--- config.mk ---
export PLATFORM = sky130hd
export DESIGN_NAME = cr_branch_unit
export DESIGN_NICKNAME = d
export VERILOG_FILES = /design/src/rtl/crb_pkg.sv /design/src/rtl/crb_compare.sv /design/src/rtl/crb_field_file.sv /design/src/rtl/crb_count_reg.sv /design/src/rtl/crb_decide.sv /design/src/rtl/cr_branch_unit.sv
export SDC_FILE = /design/constraint.sdc
export NUM_CORES = 1
export LEC_CHECK = 0
export ABC_AREA = 1
export BUFFER_PORTS_ARGS = -buffer_cell sky130_fd_sc_hd__buf_2
export CAP_MARGIN = 20
export CORE_ASPECT_RATIO = 1.1
export CORE_MARGIN = 3
export CORE_UTILIZATION = 54
export CTS_BUF_LIST = sky130_fd_sc_hd__clkbuf_4 sky130_fd_sc_hd__clkbuf_8
export DETAILED_ROUTE_END_ITERATION = 10
export PLACE_DENSITY = 0.95
export SLEW_MARGIN = 40
export SYNTH_ARGS = -nofsm -noshare
export SYNTH_HDL_FRONTEND = slang
export SYNTH_SLANG_ARGS = --single-unit
--- constraint.sdc ---
create_clock -name clk -period 4.9 [get_ports clk]
set_input_delay 0.49 -clock clk [delete_from_list [all_inputs] [get_ports clk]]
set_output_delay 0.49 -clock clk [all_outputs]
set_load 0.005 [all_outputs]
--- src/rtl/crb_pkg.sv ---
package crb_pkg;

  typedef enum logic [2:0] {
    BR_COND     = 3'd0,
    BR_ALWAYS   = 3'd1,
    BR_DNZ      = 3'd2,
    BR_DZ       = 3'd3,
    BR_DNZ_COND = 3'd4,
    BR_DZ_COND  = 3'd5,
    BR_RSV6     = 3'd6,
    BR_RSV7     = 3'd7
  } br_mode_e;

  localparam int FIELD_BITS = 4;

  // pack the relation flags in field order: LT, GT, EQ, SO
  function automatic logic [FIELD_BITS-1:0] make_nibble(input logic lt, input logic gt,
                                                        input logic eq, input logic so);
    return {lt, gt, eq, so};
  endfunction

  function automatic logic mode_decrements(input br_mode_e m);
    return (m == BR_DNZ) || (m == BR_DZ) || (m == BR_DNZ_COND) || (m == BR_DZ_COND);
  endfunction

  function automatic logic mode_wants_zero(input br_mode_e m);
    return (m == BR_DZ) || (m == BR_DZ_COND);
  endfunction

  function automatic logic mode_uses_bit(input br_mode_e m);
    return (m == BR_COND) || (m == BR_DNZ_COND) || (m == BR_DZ_COND);
  endfunction

endpackage

--- src/rtl/crb_compare.sv ---
module crb_compare #(
  parameter int XLEN = 32,
  parameter int IMMW = 16
) (
  input  logic                             clk,
  input  logic                             rst_n,
  input  logic                             req,
  input  logic                             is_signed,
  input  logic                             use_imm,
  input  logic [XLEN-1:0]                  opa,
  input  logic [XLEN-1:0]                  opb,
  input  logic [IMMW-1:0]                  imm,
  input  logic                             so,
  output logic [crb_pkg::FIELD_BITS-1:0]   nib
);
  import crb_pkg::*;

  function automatic logic [XLEN-1:0] widen(input logic [IMMW-1:0] v, input logic sx);
    return sx ? {{(XLEN-IMMW){v[IMMW-1]}}, v} : {{(XLEN-IMMW){1'b0}}, v};
  endfunction

  function automatic logic less_than(input logic [XLEN-1:0] a, input logic [XLEN-1:0] b,
                                     input logic sgn);
    return sgn ? ($signed(a) < $signed(b)) : (a < b);
  endfunction

  logic [XLEN-1:0] opb_eff;
  logic            rel_lt, rel_eq, rel_gt;

  always_comb begin
    opb_eff = use_imm ? widen(imm, is_signed) : opb;
    rel_lt  = less_than(opa, opb_eff, is_signed);
    rel_eq  = (opa == opb_eff);
    rel_gt  = !rel_lt && !rel_eq;
    nib     = make_nibble(rel_lt, rel_gt, rel_eq, so);
  end

  // a relation nibble always names exactly one ordering
  a_r2_one_relation: assert property (@(posedge clk) disable iff (!rst_n)
    req |-> $countones(nib[FIELD_BITS-1:1]) == 1);

endmodule

--- src/rtl/crb_field_file.sv ---
module crb_field_file #(
  parameter int NFIELD = 8,
  localparam int FB     = crb_pkg::FIELD_BITS,
  localparam int CRW    = FB * NFIELD,
  localparam int FLD_IW = $clog2(NFIELD)
) (
  input  logic              clk,
  input  logic              rst_n,
  input  logic              cmp_we,
  input  logic [FLD_IW-1:0] cmp_fld,
  input  logic [FB-1:0]     cmp_nib,
  input  logic              rec_we,
  input  logic [FB-1:0]     rec_nib,
  output logic [CRW-1:0]    cr
);

  logic [NFIELD-1:0] fld_hit;

  for (genvar f = 0; f < NFIELD; f++) begin : g_fld
    logic hit_cmp, hit_rec;
    assign hit_cmp    = cmp_we && (cmp_fld == FLD_IW'(f));
    assign hit_rec    = rec_we && (f == 0);
    assign fld_hit[f] = hit_cmp || hit_rec;

    always_ff @(posedge clk) begin
      if (!rst_n)       cr[CRW-1-FB*f -: FB] <= '0;
      else if (hit_cmp) cr[CRW-1-FB*f -: FB] <= cmp_nib;
      else if (hit_rec) cr[CRW-1-FB*f -: FB] <= rec_nib;
    end
  end

  // without a compare or record write the register holds
  a_r12_cr_hold: assert property (@(posedge clk) disable iff (!rst_n)
    (!cmp_we && !rec_we) |=> $stable(cr));

  // at most one field is written by a compare
  a_r5_single_target: assert property (@(posedge clk) disable iff (!rst_n)
    !rec_we |-> $onehot0(fld_hit));

  // compare beats record when both aim at field 0
  a_r6_cmp_wins: assert property (@(posedge clk) disable iff (!rst_n)
    (cmp_we && rec_we && cmp_fld == '0) |=> cr[CRW-1 -: FB] == $past(cmp_nib));

endmodule

--- src/rtl/crb_count_reg.sv ---
module crb_count_reg #(
  parameter int XLEN = 32
) (
  input  logic            clk,
  input  logic            rst_n,
  input  logic            ld_en,
  input  logic [XLEN-1:0] ld_data,
  input  logic            dec_en,
  input  logic [XLEN-1:0] dec_val,
  output logic [XLEN-1:0] ctr
);

  logic dec_fire;
  assign dec_fire = dec_en && !ld_en;

  always_ff @(posedge clk) begin
    if (!rst_n)        ctr <= '0;
    else if (ld_en)    ctr <= ld_data;
    else if (dec_fire) ctr <= dec_val;
  end

  // a load lands on the next edge regardless of a decrement
  a_r13_load_wins: assert property (@(posedge clk) disable iff (!rst_n)
    ld_en |=> ctr == $past(ld_data));

  // a decrement lowers the count by exactly one
  a_r9_step_down: assert property (@(posedge clk) disable iff (!rst_n)
    dec_fire |=> ctr == $past(ctr) - XLEN'(1));

  // no load and no decrement keeps the count
  a_r12_ctr_hold: assert property (@(posedge clk) disable iff (!rst_n)
    (!ld_en && !dec_en) |=> $stable(ctr));

endmodule

--- src/rtl/crb_decide.sv ---
module crb_decide #(
  parameter int XLEN   = 32,
  parameter int NFIELD = 8,
  localparam int CRW   = crb_pkg::FIELD_BITS * NFIELD,
  localparam int BIT_W = $clog2(CRW)
) (
  input  logic             clk,
  input  logic             rst_n,
  input  logic             valid,
  input  logic [2:0]       mode,
  input  logic [BIT_W-1:0] bit_sel,
  input  logic             sense,
  input  logic [CRW-1:0]   cr,
  input  logic [XLEN-1:0]  ctr,
  output logic             taken,
  output logic             dec_req,
  output logic [XLEN-1:0]  ctr_minus
);
  import crb_pkg::*;

  br_mode_e         m;
  logic [BIT_W-1:0] idx;
  logic             cond_bit, cond_ok, ctr_zero, ctr_ok;

  always_comb begin
    m         = br_mode_e'(mode);
    idx       = BIT_W'(CRW - 1) - bit_sel;
    cond_bit  = cr[idx];
    cond_ok   = (cond_bit == sense);
    ctr_minus = ctr - XLEN'(1);
    ctr_zero  = (ctr_minus == '0);
    ctr_ok    = mode_wants_zero(m) ? ctr_zero : !ctr_zero;
    dec_req   = valid && mode_decrements(m);
    taken     = 1'b0;
    if (valid) begin
      unique case (m)
        BR_COND:                taken = cond_ok;
        BR_ALWAYS:              taken = 1'b1;
        BR_DNZ, BR_DZ:          taken = ctr_ok;
        BR_DNZ_COND, BR_DZ_COND: taken = ctr_ok && cond_ok;
        BR_RSV6, BR_RSV7:       taken = 1'b0;
      endcase
    end
  end

  // a zero-test branch is taken only from a count of one
  a_r10_zero_from_one: assert property (@(posedge clk) disable iff (!rst_n)
    (valid && mode_wants_zero(m) && taken) |-> ctr == XLEN'(1));

  // a combined form is never taken against its condition bit
  a_r11_bit_agrees: assert property (@(posedge clk) disable iff (!rst_n)
    (taken && mode_uses_bit(m)) |-> cr[idx] == sense);

  // no request, no decision
  a_r8_idle_quiet: assert property (@(posedge clk) disable iff (!rst_n)
    !valid |-> !taken && !dec_req);

endmodule

--- src/rtl/cr_branch_unit.sv ---
module cr_branch_unit #(
  parameter int XLEN    = 32,
  parameter int NFIELD  = 8,
  parameter int IMMW    = 16,
  localparam int CRW    = crb_pkg::FIELD_BITS * NFIELD,
  localparam int FLD_IW = $clog2(NFIELD),
  localparam int BIT_W  = $clog2(CRW)
) (
  input  logic              clk,
  input  logic              rst_n,
  input  logic              cmp_valid,
  input  logic              cmp_signed,
  input  logic              cmp_use_imm,
  input  logic [FLD_IW-1:0] cmp_field,
  input  logic [XLEN-1:0]   cmp_a,
  input  logic [XLEN-1:0]   cmp_b,
  input  logic [IMMW-1:0]   cmp_imm,
  input  logic              so_in,
  input  logic              rec_valid,
  input  logic [XLEN-1:0]   rec_result,
  input  logic              br_valid,
  input  logic [2:0]        br_mode,
  input  logic [BIT_W-1:0]  br_bit,
  input  logic              br_sense,
  input  logic              ctr_wr,
  input  logic [XLEN-1:0]   ctr_wdata,
  output logic              br_taken,
  output logic [CRW-1:0]    cr_value,
  output logic [XLEN-1:0]   ctr_value
);
  import crb_pkg::*;

  logic [FIELD_BITS-1:0] cmp_nib, rec_nib;
  logic                  dec_req;
  logic [XLEN-1:0]       ctr_minus;

  crb_compare #(.XLEN(XLEN), .IMMW(IMMW)) u_cmp (
    .clk(clk), .rst_n(rst_n), .req(cmp_valid),
    .is_signed(cmp_signed), .use_imm(cmp_use_imm),
    .opa(cmp_a), .opb(cmp_b), .imm(cmp_imm), .so(so_in), .nib(cmp_nib));

  // record form: signed compare of the result against zero
  crb_compare #(.XLEN(XLEN), .IMMW(IMMW)) u_rec (
    .clk(clk), .rst_n(rst_n), .req(rec_valid),
    .is_signed(1'b1), .use_imm(1'b1),
    .opa(rec_result), .opb('0), .imm('0), .so(so_in), .nib(rec_nib));

  crb_field_file #(.NFIELD(NFIELD)) u_cr (
    .clk(clk), .rst_n(rst_n),
    .cmp_we(cmp_valid), .cmp_fld(cmp_field), .cmp_nib(cmp_nib),
    .rec_we(rec_valid), .rec_nib(rec_nib), .cr(cr_value));

  crb_decide #(.XLEN(XLEN), .NFIELD(NFIELD)) u_dec (
    .clk(clk), .rst_n(rst_n), .valid(br_valid), .mode(br_mode),
    .bit_sel(br_bit), .sense(br_sense), .cr(cr_value), .ctr(ctr_value),
    .taken(br_taken), .dec_req(dec_req), .ctr_minus(ctr_minus));

  crb_count_reg #(.XLEN(XLEN)) u_ctr (
    .clk(clk), .rst_n(rst_n), .ld_en(ctr_wr), .ld_data(ctr_wdata),
    .dec_en(dec_req), .dec_val(ctr_minus), .ctr(ctr_value));

  // a written field carries the overflow input of its cycle
  a_r7_so_copied: assert property (@(posedge clk) disable iff (!rst_n)
    (rec_valid && !cmp_valid) |=> cr_value[CRW-FIELD_BITS] == $past(so_in));

endmodule

# Yosys cells after proc, flatten, opt, wreduce, memory -nomap -nowiden
# Index checks and enable logic that the tools add are counted.
# totals
elab_cells	75
ff_bits	64
out_inout_bits	65
in_bits	165
# op_classes
n_addsub	2
mux	12
n_reduce_logical	32
eq_ne	16
magnitude_cmp	4
# ops
op	n
two-way mux 32 bit	4
zero test 32 bit	2
< comparator 32 bit	2
== test 32 bit	1
< comparator 32 x 1 -> 1 bit, second input constant	1
subtractor 32 x 1 -> 32 bit, second input constant	1
== test 3 bit, second input constant	8
logical AND 1 bit	13
== test 3 x 2 -> 1 bit, second input constant	4
two-way mux 4 bit	2
== test 3 x 1 -> 1 bit, second input constant	2
zero test 1 bit	6
zero test 3 bit	2
< comparator 5 x 6 -> 1 bit, second input constant	1
OR reduction 2 bit	3
binary-select mux 1 bit (select 5 bit)	1
case mux 1 bit (5 select lines)	1
subtractor 5 bit, first input constant	1
logical OR 1 bit	4
two-way mux 1 bit	4
nonzero test 2 bit	2
== test 1 bit	1

# Logic depth before layout (Yosys ltp)
# depth
depth_word	8
depth_mapped	17

# Hierarchy
# From an unflattened synthesis, not the netlist that was laid out.
# hier_totals
hier_cells	1108
area_unflattened_um2	6874.1
# by_module_without_submodules
mod	n_inst	cells_each	area_per_inst_um2	seq_area_each_um2
crb_decide	1	370	1729.2	0.0
crb_count_reg	1	243	1611.5	640.6
crb_field_file	1	170	1296.2	640.6
crb_compare (u_cmp)	1	163	1121.1	0.0
crb_compare (u_rec)	1	160	1108.6	0.0
cr_branch_unit	1	2	7.5	0.0

# Least setup slack after synthesis
# Ideal clock, no wire load.
# synth_timing
kind	input to register
from	input port cmp_use_imm
to	register u_cr.cr[30]
t_arrival_ns	2.707
path_slack_ns	2.078
cell_stages	15
path_buffers	2
path_cell_list	clkbuf_1 clkbuf_1 mux2i_1 ha_1 a21oi_1 nand2_1 a21oi_1 o211ai_1 nand2_1 nand2_1 nand2_1 nand3b_1 nand2_1 nor2_1 o21a_1
# synth_between
elab_chain_cells	6
elab_cells_between_ends	9
cone_classes	2 x order compare; 1 x eq/ne; 3 x mux; 3 x reduce/logical
# synth_lines
element	line	text
from (decl)	cr_branch_unit.sv:13	input logic cmp_use_imm,
two-way mux 32 bit (*)	crb_compare.sv:31	opb_eff = use_imm ? widen(imm, is_signed) : opb;
< comparator 32 bit	crb_compare.sv:24	return sgn ? ($signed(a) < $signed(b)) : (a < b);
two-way mux 1 bit	crb_compare.sv:24	
zero test 1 bit	crb_compare.sv:34	rel_gt = !rel_lt && !rel_eq;
logical AND 1 bit (*)	crb_compare.sv:34	
two-way mux 4 bit (*)	crb_field_file.sv:27	else if (hit_cmp) cr[CRW-1-FB*f -: FB] <= cmp_nib;
to (signal, indexed assignment)	crb_field_file.sv:27	
to (signal, indexed assignment)	crb_field_file.sv:28	else if (hit_rec) cr[CRW-1-FB*f -: FB] <= rec_nib;
to (decl)	crb_field_file.sv:14	output logic [CRW-1:0] cr
# Every way passes the cells marked *; elsewhere a longest branch is shown, timed or not.
# A chain may end at the register's enable or synchronous reset.

# Worst setup path in the final report
# layout_timing
from	register u_ctr.ctr[5]
to	output port br_taken
# layout_between
elab_chain_cells	7
# layout_lines
element	line	text
from (decl)	crb_count_reg.sv:10	output logic [XLEN-1:0] ctr
from (signal assigned)	crb_count_reg.sv:18	else if (ld_en) ctr <= ld_data;
from (signal assigned)	crb_count_reg.sv:19	else if (dec_fire) ctr <= dec_val;
subtractor 32 x 1 -> 32 bit (*)	crb_decide.sv:30	ctr_minus = ctr - XLEN'(1);
zero test 32 bit (*)	crb_decide.sv:31	ctr_zero = (ctr_minus == '0);
zero test 1 bit	crb_decide.sv:32	ctr_ok = mode_wants_zero(m) ? ctr_zero : !ctr_zero;
two-way mux 1 bit (*)	crb_decide.sv:32	
logical AND 1 bit	crb_decide.sv:40	BR_DNZ_COND, BR_DZ_COND: taken = ctr_ok && cond_ok;
case mux 1 bit (5 select lines) (*)	crb_decide.sv:36	unique case (m)
two-way mux 1 bit (*)	crb_decide.sv:35	if (valid) begin
to (decl)	cr_branch_unit.sv:27	output logic br_taken,
# Marks and branches as above.

==> flow_metrics.py <==
metrics = {
    "logic_synthesis": {
        "synth_edf_count": 0,
        "syn_area_um2": 5260,
        "avgSynthCellArea_um2": 6.03,
        "synthTopCellsByArea": "dfxtp_1 (24%), nand2_1 (19%), ha_1 (8.8%)",
        "ys_ff_latch": 64,
        "yosysSeqAreaShare_pct": 24.4,
        "synth.top_cell.area_share_pct": 24.4,
        "synth-main-ff-cell": "dfxtp_1",
        "synth-async-reset-ratio_pct": 0,
        "synth_cells": 871,
        "ys_warn_count": 0,
        "yosys.area.top_type": "dfxtp_1",
        "synth.distinct_cells": 37,
        "syn-num-nets": 1073,
    },
    "critical_path": {
        "crit_path_start_kind": "flop",
        "reg2regPathDepth": 9,
        "path_max_fanout": 11,
        "cp.required_ns": 4.41,
        "cp.arrival_ns": 2.73,
        "critPathCaptureType": "output pin",
        "path_class": "reg -> out",
    },
    "placement": {
        "gp_congestion": 0.963,
        "hpwlAfterDp_um": 13400,
        "portBuffers": 229,
        "dp_slack_ns": 1.51,
    },
    "timing": {
        "final.setup_skew_ns": 0.0100,
        "finalCritPeriodShare_pct": 65.7,
        "period_minus_slack_ns": 3.22,
        "slew_headroom_pct": 53.7,
        "setup-tns-final_ns": 0,
        "hold_viol_final": 0,
        "worst_slack_ns": 1.68,
        "tightest_slew_ns": 0.694,
        "fmax_mhz": 311,
        "grt_setup_unrepaired": "false",
        "slew_viol_final": 0,
        "setup_viol": 0,
    },
    "cells_and_area": {
        "diodes": 0,
        "utilization_pct": 70.9,
        "multi_input_comb_area_um2": 3540,
        "final_nets": 1289,
        "final_common_cell": "nand2_1",
        "syn_to_final_growth_pct": 26.8,
        "nFillCells": 830,
        "mostFrequentLayoutCells": "nand2_1 (269), buf_2 (229), nor2_1 (119)",
        "layout-drive-gt1-share_pct": 25.4,
        "seq_area_um2": 1280,
    },
    "clock_tree": {
        "hold_buffers": 0,
        "h-tree-depth": 3,
        "cts.repair.resized": 0,
        "cts_buffers": 9,
        "max-clock-path-buffers": 2,
        "postCtsSetupBuffers": 0,
        "path_clk_slew_ns": 0.07,
        "cts_sinks": 64,
        "cts_tree": "yes",
        "clk_latency_ns": 0.35,
        "clockRootBuffer": "clkbuf_8",
    },
    "pwr": {
        "leakagePower_nw": 3.57,
        "p_seq_share_pct": 37.5,
        "powerDensity_nw_per_um2": 235,
        "finalPower_mw": 1.57,
        "internal_power_mw": 1.00,
        "swShare_pct": 36.0,
        "p_comb_share_pct": 32.8,
        "power_frac_clock_pct": 29.7,
        "p_switching_mw": 0.564,
        "vdd_drop_max_mv": 0.115,
    },
    "routing": {
        "ant_nets": 0,
        "finalWirelength_um": 16800,
        "viasPerCell": 5.48,
        "first_pass_iters": 6,
        "wire_per_inst_um": 13.9,
        "num_vias": 6631,
        "drc_errors": 0,
        "drt-initial-drc-count": 572,
    },
    "flow_run": {
        "max-cap-violations": 0,
    },
    "global_route": {
        "grt_pass1_wl_um": 27000,
        "grt_overflow_total": 0,
        "grt_pass1_vias": 6139,
        "grt_usage_pct": 30.2,
        "grt_antenna_before_repair": 0,
        "grt_max_degree": 41,
    },
    "hold_path": {
        "holdPathStages": 3,
        "hold_path.class": "in -> reg",
    },
    "floorplan": {
        "die_h_um": 109,
        "core_area_um2": 9400,
        "fp.dieW_um": 100,
        "start_util_pct": 55.9,
        "fp-row-count": 37,
        "io_pins": 230,
        "die_area_um2": 11000,
    },
    "outcome": {
        "status": "finished clean",
    },
}
[power groups by stage]
| stage | clock (mW) | sequential (mW) | combinational [mW] |
|---|---|---|---|
| finish | 0.465 | 0.588 | 0.515 |
| global route | 0.490 | 0.591 | 0.582 |
| CTS | 0.466 | 0.586 | 0.509 |
| detailed placement | 0 | 0.598 | 0.503 |
| global placement | 0 | 0.597 | 0.490 |
| floorplan | 0 | 0.590 | 0.332 |
[flip-flops by register name (all words and copies together) (netlist names)]
| register | flops |
|---|---|
| u_cr.cr | 32 |
| u_ctr.ctr | 32 |
[worst max-delay path, stage by stage (launching register included)]
cell and delay (ns):
dfxtp_1 0.38, nor2_1 0.17, nand2_1 0.10, nor2_2 0.44, nand2_4 0.14, nand2_1 0.09
nand2_1 0.07, clkinv_1 0.05, nand2_1 0.05, nor2_1 0.15, nand2_1 0.07, nor2_1 0.19
nand3_1 0.10, nand2_1 0.06, nand3_1 0.08, a21oi_2 0.12, buf_2 0.12
[synth_stat cells (4+ instances only)]
master	n
xor2_1	4
nand2_1	269
ha_1	37
nor4_1	8
inv_1	84
a31oi_1	32
nor2_2	10
o21ai_0	56
clkbuf_1	21
nand4_1	15
a21oi_1	31
nand3_1	63
dfxtp_1	64
nor2_1	120
o21ai_1	4
mux2i_1	14
[stage by stage]
stage / hold slack, ns / std cells / cell area [um^2]
floorplan: 0.474 / 871 / 5260
global placement: 0.481 / 1193 / 6460
detailed placement: 0.508 / 1193 / 6460
CTS: 0.401 / 1209 / 6660
global route: 0.410 / 1209 / 6670
finish: 0.402 / 1209 / 6670
[metal layers]
metal	global-route usage [%]	up-vias	wire length, um
met5	0	-	0
met4	12.2	0	587
met2	54.5	362	8200
met3	5.90	61	1550
li1	-	3298	-
met1	34.9	2910	6480
[worst paths after layout]
path                                                 from                          to  slack (ns)
worst min-delay path                         ctr_wdata[2]   u_ctr.ctr[2]$_SDFFE_PN0P_        0.40
worst min register to register   u_cr.cr[29]$_SDFFE_PN0P_    u_cr.cr[29]$_SDFFE_PN0P_        0.51
worst max-delay path            u_ctr.ctr[5]$_SDFFE_PN0P_                    br_taken        1.68
worst max register to register  u_ctr.ctr[5]$_SDFFE_PN0P_  u_ctr.ctr[27]$_SDFFE_PN0P_        3.06
[logic make-up after synthesis]
family	Yosys count	synth area share (%)
AO/OA/AOI/OAI	133	14.0
multiplexers	15	2.88
adder cells (fa/ha/maj)	37	8.81
AND/OR/NAND/NOR	503	40.7
buffers and inverters	114	8.43
XOR/XNOR	5	0.833
flip-flops	64	24.4
[layout make-up]
cell class	instances	share of cell area, %
timing repair buffer	232	17.5
sequential	64	19.2
tap	117	2.20
clock buffer	11	2.18
inverter	87	4.90
clock inverter	5	0.845
multi-input combinational	693	53.1
No activity file was read; power rests on OpenSTA's default activity.
